<file path="src/rtl/hbridge_gate_ctl.sv">
module hbridge_gate_ctl #(
  parameter int CNT_W    = 10,
  parameter int FILT_LEN = 10
) (
  input  logic             clk,
  input  logic             rst,
  input  logic [CNT_W-1:0] cfg_dead,
  input  logic [CNT_W-1:0] cfg_refresh,
  input  logic             cmd_ah,
  input  logic             cmd_al,
  input  logic             cmd_bh,
  input  logic             cmd_bl,
  input  logic             dis_n,
  input  logic             uv_main,
  input  logic             uv_hs,
  output logic             gate_ah,
  output logic             gate_al,
  output logic             gate_bh,
  output logic             gate_bl
);
  localparam int FW = (FILT_LEN > 1) ? $clog2(FILT_LEN) : 1;
  localparam logic [FW-1:0] FLAST = FW'(FILT_LEN - 1);

  logic [3:0]       raw, filt, g;
  logic [FW-1:0]    fcnt [4];
  logic [CNT_W-1:0] dead_r, ref_r, ref_cnt;
  logic             dis_q, refresh_on, off_all;

  assign raw = {cmd_ah, cmd_al, cmd_bh, cmd_bl};
  assign {gate_ah, gate_al, gate_bh, gate_bl} = g;

  generate
    for (genvar i = 0; i < 4; i++) begin : g_filt
      always_ff @(posedge clk) begin
        if (rst) begin
          filt[i] <= 1'b0;
          fcnt[i] <= '0;
        end else if (raw[i] == filt[i]) begin
          fcnt[i] <= '0;
        end else if (fcnt[i] == FLAST) begin
          filt[i] <= raw[i];
          fcnt[i] <= '0;
        end else begin
          fcnt[i] <= fcnt[i] + FW'(1);
        end
      end
    end
  endgenerate

  always_ff @(posedge clk) begin
    if (rst) begin
      dis_q   <= 1'b1;
      dead_r  <= cfg_dead;
      ref_r   <= cfg_refresh;
      ref_cnt <= '0;
    end else begin
      dis_q <= dis_n;
      if (dis_q && !dis_n)
        ref_cnt <= ref_r;
      else if (!dis_n && ref_cnt != '0)
        ref_cnt <= ref_cnt - CNT_W'(1);
      else if (dis_n)
        ref_cnt <= '0;
    end
  end

  assign refresh_on = !dis_n && (ref_cnt != '0) && !uv_main;
  assign off_all    = uv_main || !dis_n;

  generate
    for (genvar l = 0; l < 2; l++) begin : g_leg
      localparam int HI = 2 * l + 1;
      localparam int LO = 2 * l;
      logic [CNT_W-1:0] dcnt;
      logic             any_on, ok, lo_req, hi_req;

      assign any_on = g[HI] || g[LO];
      assign ok     = !any_on && dis_q &&
                      (({1'b0, dcnt} + (CNT_W+1)'(1)) >= {1'b0, dead_r});
      assign lo_req = filt[LO] && !off_all;
      assign hi_req = filt[HI] && !filt[LO] && !off_all && !uv_hs;

      always_ff @(posedge clk) begin
        if (rst) begin
          dcnt  <= '0;
          g[HI] <= 1'b0;
          g[LO] <= 1'b0;
        end else begin
          if (any_on || !dis_n || !dis_q)
            dcnt <= '0;
          else if (dcnt != '1)
            dcnt <= dcnt + CNT_W'(1);
          g[HI] <= hi_req && (g[HI] || ok);
          g[LO] <= refresh_on || (lo_req && ((g[LO] && dis_q) || ok));
        end
      end
    end
  endgenerate
endmodule


</file>
<file path="config.mk">
export PLATFORM = sky130hd
export DESIGN_NAME = hbridge_gate_ctl
export DESIGN_NICKNAME = d
export VERILOG_FILES = /design/src/rtl/hbridge_gate_ctl.sv
export SDC_FILE = /design/constraint.sdc
export NUM_CORES = 1
export LEC_CHECK = 0
export BUFFER_PORTS_ARGS = -buffer_cell sky130_fd_sc_hd__buf_2
export CORE_UTILIZATION = 40
export DETAILED_ROUTE_END_ITERATION = 12
export HOLD_SLACK_MARGIN = 0.15
export REMOVE_ABC_BUFFERS = 1
export SLEW_MARGIN = 20
export SYNTH_ARGS = -nofsm -noshare
export SYNTH_HDL_FRONTEND = slang
export SYNTH_SLANG_ARGS = --single-unit
</file>
<file path="constraint.sdc">
create_clock -name clk -period 4.3 [get_ports clk]
set_input_delay 0.43 -clock clk [delete_from_list [all_inputs] [get_ports clk]]
set_output_delay 0.43 -clock clk [all_outputs]
set_load 0.01 [all_outputs]
</file>
; ---- Word-level counts from Yosys, hierarchy flattened
; Memory sizes are Yosys's and may differ from the RTL's.
; Cells that the tools add are included.
[op_classes]
eq_ne = 10
bitwise = 16
order_cmp = 2
add_sub_neg = 9
n_reduce_logical = 51
mux = 61
[ops]
columns = op, count
row1 = $mux W4, 12
row2 = $mux W1, 46
row3 = $mux W10, 3
row4 = $add A10 B1 Y11 const B, 2
row5 = $ge A11 B10 Y1, 2
row6 = $logic_and A1 B1 Y1, 21
row7 = $add A10 B1 Y10 const B, 2
row8 = $ne A10 B10 Y1 const B, 2
row9 = $add A4 B1 Y4 const B, 4
row10 = $eq A4 B4 Y1 const B, 4
row11 = $logic_or A1 B1 Y1, 13
row12 = $or A1 B1 Y1, 12
row13 = $reduce_bool A10 Y1, 1
row14 = $sub A10 B1 Y10 const B, 1
row15 = $logic_not A1 Y1, 9
row16 = $reduce_and A2 Y1, 4
row17 = $eq A1 B1 Y1, 4
row18 = $not A1 Y1, 4
row19 = $reduce_or A2 Y1, 2
row20 = $reduce_bool A3 Y1, 1
[word_totals]
ff_bits = 59
mem_count = 1
ram_bits = 16
output_inout_bits = 4
word_cells = 162
[mem_list]
columns = name, words, word_bits, read_ports, rd_clocked_by_memory_dff, wr, line
row1 = fcnt, 4, 4, 4, 0, 4, 25  ; logic [FW-1:0] fcnt [4];

; ---- Logic depth before layout (Yosys ltp)
; Gate-level depths: netlist of run 1.
[depth]
word_depth = 7
depth_mapped = 12
mapped_depth_nobuf = 11

; ---- Worst setup path after synthesis of run 1
; Ideal clock, no wire load.
[synth_timing]
kind = reg2reg
start = register g_leg[0].dcnt[0]
end = register g[0], in the netlist gate_bl
t_required_ns = 4.164
period_less_slack_ns = 2.307
path_stages_with_launch = 13
n_path_buf = 1
arrival_time_ns = 2.171
setup_ns = 0.136
path_slack_ns = 1.993
cell_sequence = dfxtp_1 ha_1 and4_1 clkbuf_1 and3_1 xnor2_1 inv_1 ha_1 a21o_1 a21oi_1 nand2_1 a211oi_1 o32ai_1
[synth_via]
elab_chain_cells = 6
[synth_rtl]
columns = element, line
row1 = "start, declared", 74  ; logic [CNT_W-1:0] dcnt;
row2 = "start signal, assigned", 92  ; dcnt <= dcnt + CNT_W'(1);
row3 = $add A10 B1 Y11, 79  ; (({1'b0, dcnt} + (CNT_W+1)'(1)) >= {1'b0, dead_r});
row4 = $ge A11 B10 Y1, 79
row5 = $logic_and A1 B1 Y1, 78  ; assign ok = !any_on && dis_q &&
row6 = $logic_or A1 B1 Y1, 94  ; g[LO] <= refresh_on || (lo_req && ((g[LO] && dis_q) || ok));
row7 = $logic_and A1 B1 Y1, 94
row8 = $logic_or A1 B1 Y1, 94
row9 = "end signal, assigned by index", 93  ; g[HI] <= hi_req && (g[HI] || ok);
row10 = "end signal, assigned by index", 94
row11 = "end, declared", 24  ; logic [3:0] raw, filt, g;
; Every way passes these cells.
; A chain may end at the register's enable or synchronous reset.

; ---- Worst setup path in the final report of run 1
[layout_timing]
start = register g_leg[1].dcnt[0]
end = register g[2], in the netlist gate_al
[layout_via]
elab_chain_cells = 6
[layout_rtl]
columns = element, line
row1 = "start, declared", 74
row2 = "start signal, assigned", 92
row3 = $add A10 B1 Y11, 79
row4 = $ge A11 B10 Y1, 79
row5 = $logic_and A1 B1 Y1, 78
row6 = $logic_or A1 B1 Y1, 94
row7 = $logic_and A1 B1 Y1, 94
row8 = $logic_or A1 B1 Y1, 94
; Every way passes these cells.

==> metrics.md, run 1 <==
| Metric | Value |
|---|---|
| Routed vias | `between 2000 and 3000` |
| Die H | `99.4 um` |
| Placed cells | `between 500 and 600` |
| Share of cells above drive strength 1 | `a little over an eighth` |
| M1 WL | `3230 um` |
| #FFs+latches synth | `between 70 and 80` |
| Slew of the pin with the lowest slew margin | `~0.6 ns` |
| Seq/Total Area, Yosys | `49.0%` |
| TritonCTS clock tree | `yes` |
| H-tree levels | `3` |
| R2r endpoint | `gate_al$_SDFF_PP0_` |
| CTS Root Buffer Type | `clkbuf_8` |
| Cell Rows | `35` |
| Combinational fraction of design power | `10.2%` |
| Post-CTS Setup Bufs | `0` |
| Maximum buffer depth of the clock tree | `2` |
| Top cells by area, synth | `edfxtp_1 28%, dfxtp_1 21%, ha_1 10%` |
| Wire length per cell | `around 13 um` |
| Ys Warns | `0` |
| P_sw | `0.375 mW` |
| Slew headroom | `60.4%` |
| Top Layer Used | `met4` |
| CP max FO | `5` |
| Fmax | `408 MHz` |
| Overall Global Routing Usage | `15.1%` |
| Internal power | `between 1 and 1.5 mW` |
| Worst r2r path cells | `11` |
| Max IR drop VDD | `between 0.00015 and 0.0002 V` |
| Post-synth top cells | `40 x nor2_1, 39 x dfxtp_1, 36 x edfxtp_1` |
| Finished Layout Cells | `~540` |
| DR WL met2 | `between 3000 and 4000 um` |
| Hold path cells | `1` |
| Final Hold Vio Count | `0` |
| Async SR Flop Fraction | `0%` |
| P_leak | `about 1.9 nW` |
| Unrepaired setup endpoints after global routing | `false` |
| Total iterations of the first detailed-routing run | `4` |
| HPWL Detailed | `5160 um` |
| I/O pins | `33` |
| N_diodes | `0` |
| Setup TNS | `0 ns` |
| Main synth FF type | `dfxtp_1` |
| CP Data Required Time | `4.52 ns` |
| Outcome | `finished clean` |
| Sw frac | `between 20% and 30%` |
| R2r setup slk | `about 1.8 ns` |
| Endpoints failing setup | `0` |
| Clock power share | `33.5%` |
| First-pass GRT wire length | `11800 um` |
| RR Startpoint | `g_leg[1].dcnt[0]$_SDFFE_PP0P_` |
| CORE AREA | `between 0.009 and 0.01 mm2` |
| Port buffer count | `32` |
| CTS Sinks | `75` |
| Max-Cap Viols | `0` |
| Final WS setup | `1.85 ns` |
| Initial antenna violation count | `0` |
| Count of pins over their slew limit | `0` |
| Via/cell ratio | `4.99` |
| Clk slew on worst S/H paths | `around 0.08 ns` |
| Post-synth top area share | `~28%` |
| Crit. Startpoint | `g_leg[1].dcnt[0]$_SDFFE_PP0P_` |
| Die width | `around 99 um` |
| Nets | `about 480` |
| Cells after synthesis | `between 300 and 400` |
| GRT overflow | `0` |
| Largest net degree at the start of global routing | `20` |
| PD cells | `around 330 mW/mm2` |
| Final Core Density | `a little under half` |
| Routability Congestion | `between 0.7 and 0.8` |
| Number of hold buffers added after cts | `0` |
| Post_cts resized | `0` |
| Yosys cell types | `40` |
| DP Worst Slack | `roughly 1.9 ns` |
| Hold crit path type | `in2reg` |
| Setup CP Type | `reg2reg` |
| Routed Antenna Nets | `0` |
| Die area | `approximately 0.0099 mm2` |
| DR DRC count | `0` |
| Number of flops mapped to enable cells by yosys | `36` |
| Total CTS buffers | `9` |
| Met3 wire len | `277 um` |
| Clock Skew | `about 0.0084 ns` |
| Area leader, netlist | `edfxtp_1` |
| Sequential share of power | `between 50% and 60%` |
| Initial DRC Count | `slightly above 60` |
| Area added between synthesis and finish | `13.6%` |
| CP endpoint kind | `flip-flop` |
| Critical Path Source Type | `flip-flop` |
| Clk_lat worst skew | `0.35 ns` |
| Layout fillers | `about 900` |
| Starting Density | `slightly above 40%` |
| WL final | `roughly 6800 um` |
| Setup crit end | `gate_al$_SDFF_PP0_` |
| Syn Area/Cell | `about 10 um2` |
| Crit path arrival time | `2.67 ns` |
| Tcrit/Tclk final | `57.0%` |
| Mapped Area | `~0.0038 mm2` |
| Vias in the first global route | `roughly 2600` |
| Final critical-path required period | `around 2.5 ns` |
| Count leader, synth | `nor2_1` |
-- critical path: stages, from the launching register on --
cell      delay (ns)
dfxtp_1         0.42
ha_1            0.26
and3_1          0.23
and3_1          0.18
xnor2_1         0.15
inv_1           0.07
ha_1            0.28
a21o_1          0.17
a21oi_1         0.13
nand2_1         0.08
a211oi_1        0.23
o32ai_1         0.10
-- state kept, by name, indices dropped and copies added, names as in the netlist --
register and cells:
ref_cnt 10, gate_al 1, g_leg.dcnt 20, filt 4, gate_bl 1, fcnt 16
ref_r 10, gate_bh 1, dead_r 10, dis_q 1, gate_ah 1
-- stage by stage --
step	instance area, um2	hold slack (ns)	power [mW]
finish	4320	0.250	1.44
global route	4320	0.229	1.51
CTS	4320	0.233	1.46
detailed placement	4140	0.469	0.976
global placement	4140	0.459	0.973
floorplan	3830	0.453	0.926
-- worst min-delay path by stage --
stage	startpoint	end	slack, ns
floorplan	ref_r[0]$_DFFE_PP_	ref_cnt[0]$_SDFFE_PP0P_	0.45
detailed placement	gate_ah$_SDFF_PP0_	gate_ah$_SDFF_PP0_	0.47
global route	cfg_refresh[9]	ref_r[9]$_DFFE_PP_	0.23
global placement	gate_ah$_SDFF_PP0_	gate_ah$_SDFF_PP0_	0.46
CTS	cfg_refresh[9]	ref_r[9]$_DFFE_PP_	0.23
finish	cfg_refresh[9]	ref_r[9]$_DFFE_PP_	0.25
-- logic make-up (layout without fill, tap and decap cells) --
| kind of cell | Yosys count | after routing | synth area share, % |
|---|---|---|---|
| mux | 8 | 8 | 2.11 |
| xor+xnor | 35 | 35 | 8.07 |
| compound gates | 59 | 59 | 9.32 |
| flops | 75 | 75 | 49.0 |
| simple gates | 128 | 128 | 17.9 |
| fa+ha+maj | 31 | 31 | 10.2 |
| buf+inv | 33 | 76 | 3.26 |
| other cells | 1 | 16 | 0.0988 |
-- power by group through the flow --
| stage | registers (mW) | logic [mW] | clock network, mW |
|---|---|---|---|
| 3_3_place_gp | 0.827 | 0.146 | 0 |
| 5_1_grt | 0.816 | 0.170 | 0.525 |
| 4_1_cts | 0.811 | 0.149 | 0.499 |
| 2_1_floorplan | 0.822 | 0.104 | 0 |
| 6_report | 0.811 | 0.146 | 0.482 |
| 3_5_place_dp | 0.828 | 0.148 | 0 |
-- routing by layer --
layer,vias to the layer above,global-route usage (%)
met5,-,0
li1,1403,-
met1,1238,18.6
met3,9,4.08
met4,0,5.43
met2,39,25.6
-- cell type report --
type,instances,area [um2],share of cell area (%)
Multi-Input combinational cell,277,1870,43.3
Tap cell,111,139,3.22
Timing Repair Buffer,33,168,3.89
Clock inverter,7,53.8,1.25
Clock buffer,9,124,2.87
Inverter,27,101,2.35
Sequential cell,75,1860,43.1
-- cells in the final DEF, fill, tap and decap left out, drive strengths merged, types with 14 or more instances in the layout --
master | netlist | routed
nand3 | 15 | 15
dfxtp | 39 | 39
a21oi | 29 | 29
xor2 | 14 | 14
nand2 | 19 | 19
buf | 0 | 33
edfxtp | 36 | 36
xnor2 | 21 | 21
inv | 27 | 28
conb | 1 | 16
ha | 31 | 31
nor2 | 40 | 40
Note: power is estimated with default switching activity, not from simulation.
==> run 2: changes to the inputs <==
- clock period: 4.3 -> 2.1 ns (I/O delays scaled with it)
==> run 2 against run 1 <==
The run now ends with negative setup slack left. Global-route usage is 1.8 points higher. Count of clock-buffer cells in the layout rose by 2. First-iteration DRC count is 8.2% higher. Largest cell class unchanged. Critical endpoint is now gate_bl$_SDFF_PP0_. Final cell count increased by 9.8%. Non-clock buffer count is 53 higher. Combinational power grew to 2.5 times the previous value. Clock power increased to 2.6 times the previous value. Flip-flop and latch count unchanged. Highest routed layer unchanged.
==> metrics.md, run 2 (same netlist as run 1, synthesis figures left out) <==
| Metric | Value |
|---|---|
| Slew of the pin with the lowest slew margin | `0.579 ns` |
| Critical Path Source Type | `flip-flop` |
| Hold crit path type | `in2reg` |
| Max-Cap Viols | `0` |
| Outcome | `finished with violations` |
| Crit. Startpoint | `g_leg[0].dcnt[1]$_SDFFE_PP0P_` |
| I/O pins | `33` |
| P_leak | `approximately 2.2 nW` |
| Layout fillers | `just over 800` |
| H-tree levels | `3` |
| DR DRC count | `0` |
| Clock Skew | `~0.011 ns` |
| Nets | `536` |
| M1 WL | `3610 um` |
| Die H | `~99 um` |
| HPWL Detailed | `about 5400 um` |
| Cell Rows | `35` |
| RR Startpoint | `g_leg[0].dcnt[1]$_SDFFE_PP0P_` |
| PD cells | `between 600 and 700 mW/mm2` |
| Failing checks | `negative setup slack` |
| DR WL met2 | `roughly 3800 um` |
| Count of pins over their slew limit | `0` |
| CP cell instances | `ha_4 > and4_4 > and3_4 > xnor2_2 > inv_1 > ha_1 > a21o_1 > a21oi_2 > nand2_2 > a211oi_2 > o32ai_1` |
| Initial antenna violation count | `0` |
| Met3 wire len | `around 250 um` |
| Total CTS buffers | `9` |
| Hold path startpoint | `dis_n` |
| CORE AREA | `0.00920 mm2` |
| Routed Antenna Nets | `0` |
| Setup CP Type | `reg2reg` |
| Final Core Density | `54.4%` |
| CP endpoint kind | `flip-flop` |
| TritonCTS clock tree | `yes` |
| Tcrit/Tclk final | `102%` |
| Endpoints failing setup | `2` |
| Max IR drop VDD | `between 0.0005 and 0.0006 V` |
| Placed inst area | `0.00431 mm2` |
| Share of cells above drive strength 1 | `approximately a quarter` |
| GRT overflow | `0` |
| Most common cell after layout, fill and taps aside | `nor2_1` |
| CP Data Required Time | `2.33 ns` |
| Final instance area | `around 0.005 mm2` |
| Top Layer Used | `met4` |
| Max reg flops | `20` |
| Initial DRC Count | `66` |
| Unrepaired setup endpoints after global routing | `true` |
| Via/cell ratio | `between 4 and 5` |
| Largest net degree at the start of global routing | `17` |
| Final WS setup | `-0.0454 ns` |
| Wire length per cell | `around 13 um` |
| Routability Congestion | `around 0.8` |
| Overall Global Routing Usage | `between 10% and 20%` |
| Die width | `between 90 and 100 um` |
| Total iterations of the first detailed-routing run | `4` |
| Port buffer count | `32` |
| Final critical-path required period | `approximately 2.1 ns` |
| Final Hold Vio Count | `0` |
| WL final | `~7800 um` |
| CTS Root Buffer Type | `clkbuf_8` |
| Crit path arrival time | `2.37 ns` |
| Die area | `between 0.009 and 0.01 mm2` |
| Slew headroom | `slightly above 60%` |
| Area added between synthesis and finish | `31.7%` |
| Starting Density | `41.3%` |
| Commonest non-fill, non-tap cells in the layout | `40 x nor2_1, 36 x edfxtp_1, 32 x dfxtp_1, 32 x buf_2` |
| Clk_lat worst skew | `about 0.35 ns` |
| Top reg by flops | `g_leg.dcnt` |
| CP peak stage delay | `roughly 0.36 ns` |
| N_diodes | `0` |
| Clk slew on worst S/H paths | `~0.08 ns` |
| CTS Sinks | `75` |
| Routed vias | `just under 3000` |
| Top flop regs | `g_leg.dcnt: 20 flops, fcnt: 16 flops` |
| CP max FO | `3` |
| First-pass GRT wire length | `13100 um` |
| Maximum buffer depth of the clock tree | `2` |
| Slowest cell on crit path | `dfxtp_2` |
| Vias in the first global route | `around 3000` |
| Fmax | `roughly 470 MHz` |
run 2: cell types whose count changed in the layout (fill, tap and decap cells not counted), sizes merged:
cell,previous run,this run
clkbuf,9,11
buf,33,61
clkinv,3,2
dlygate4sd3,0,25
bufinv,0,2
clkinvlp,3,0
run 2: worst max-delay path, delay by kind of cell (launching register included):
family | cells | cell delay (ns)
AO/OA/AOI/OAI | 4 | 0.55
XOR/XNOR | 1 | 0.12
adder cells (fa/ha/maj) | 2 | 0.44
buffers and inverters | 1 | 0.06
flip-flops | 1 | 0.36
AND/OR/NAND/NOR | 3 | 0.49
run 2: repair_timing:
item,CTS,global route
pin swaps,17,10
hold buffers,25,0
endpoints found under the setup margin,4,4
endpoints found under the hold margin,26,0
resized for setup,22,17
buffers inserted,5,0
run 2: metal layers:
metal	GRT usage [%]	vias up
met2	29.8	34
met3	4.78	8
met5	0	-
met1	19.6	1385
li1	-	1507
met4	6.11	0
run 2: per-stage QoR:
stage / hold slack, ns / total power [mW] / worst slack (ns) / cells / TNS [ns]
after floorplan: 0.279 / 1.90 / -0.122 / 379 / -0.268
after global placement: 0.386 / 2.00 / -0.106 / 546 / -0.276
after detailed placement: 0.388 / 2.01 / -0.189 / 546 / -0.455
after CTS: 0.211 / 3.31 / -0.109 / 592 / -0.184
after global routing: 0.235 / 3.43 / -0.181 / 592 / -0.540
final: 0.226 / 3.28 / -0.0454 / 592 / -0.0722
run 2: final timing paths:
check / to / slack [ns] / cells after the start
worst max-delay path: gate_bl$_SDFF_PP0_ / -0.05 / 11
worst min-delay path: ref_cnt[9]$_SDFFE_PP0P_ / 0.23 / 4
worst max register to register: gate_bl$_SDFF_PP0_ / -0.05 / 11
worst min register to register: ref_cnt[2]$_SDFFE_PP0P_ / 0.49 / 2
run 2: area by class of cell:
type | count | area [um2] | share of cell area (%)
flip-flops and latches | 75 | 1870 | 37.4
repair buffers | 86 | 632 | 12.6
clock buffers | 11 | 141 | 2.83
multi-input cells | 277 | 2030 | 40.6
clock inverters | 5 | 86.3 | 1.73
well taps | 111 | 139 | 2.78
inverters | 27 | 101 | 2.03
run 2: where the power goes:
group | switching, mW | internal, mW
clock | 0.545 | 0.710
sequential | 0.0489 | 1.61
combinational | 0.184 | 0.183
total | 0.778 | 2.50
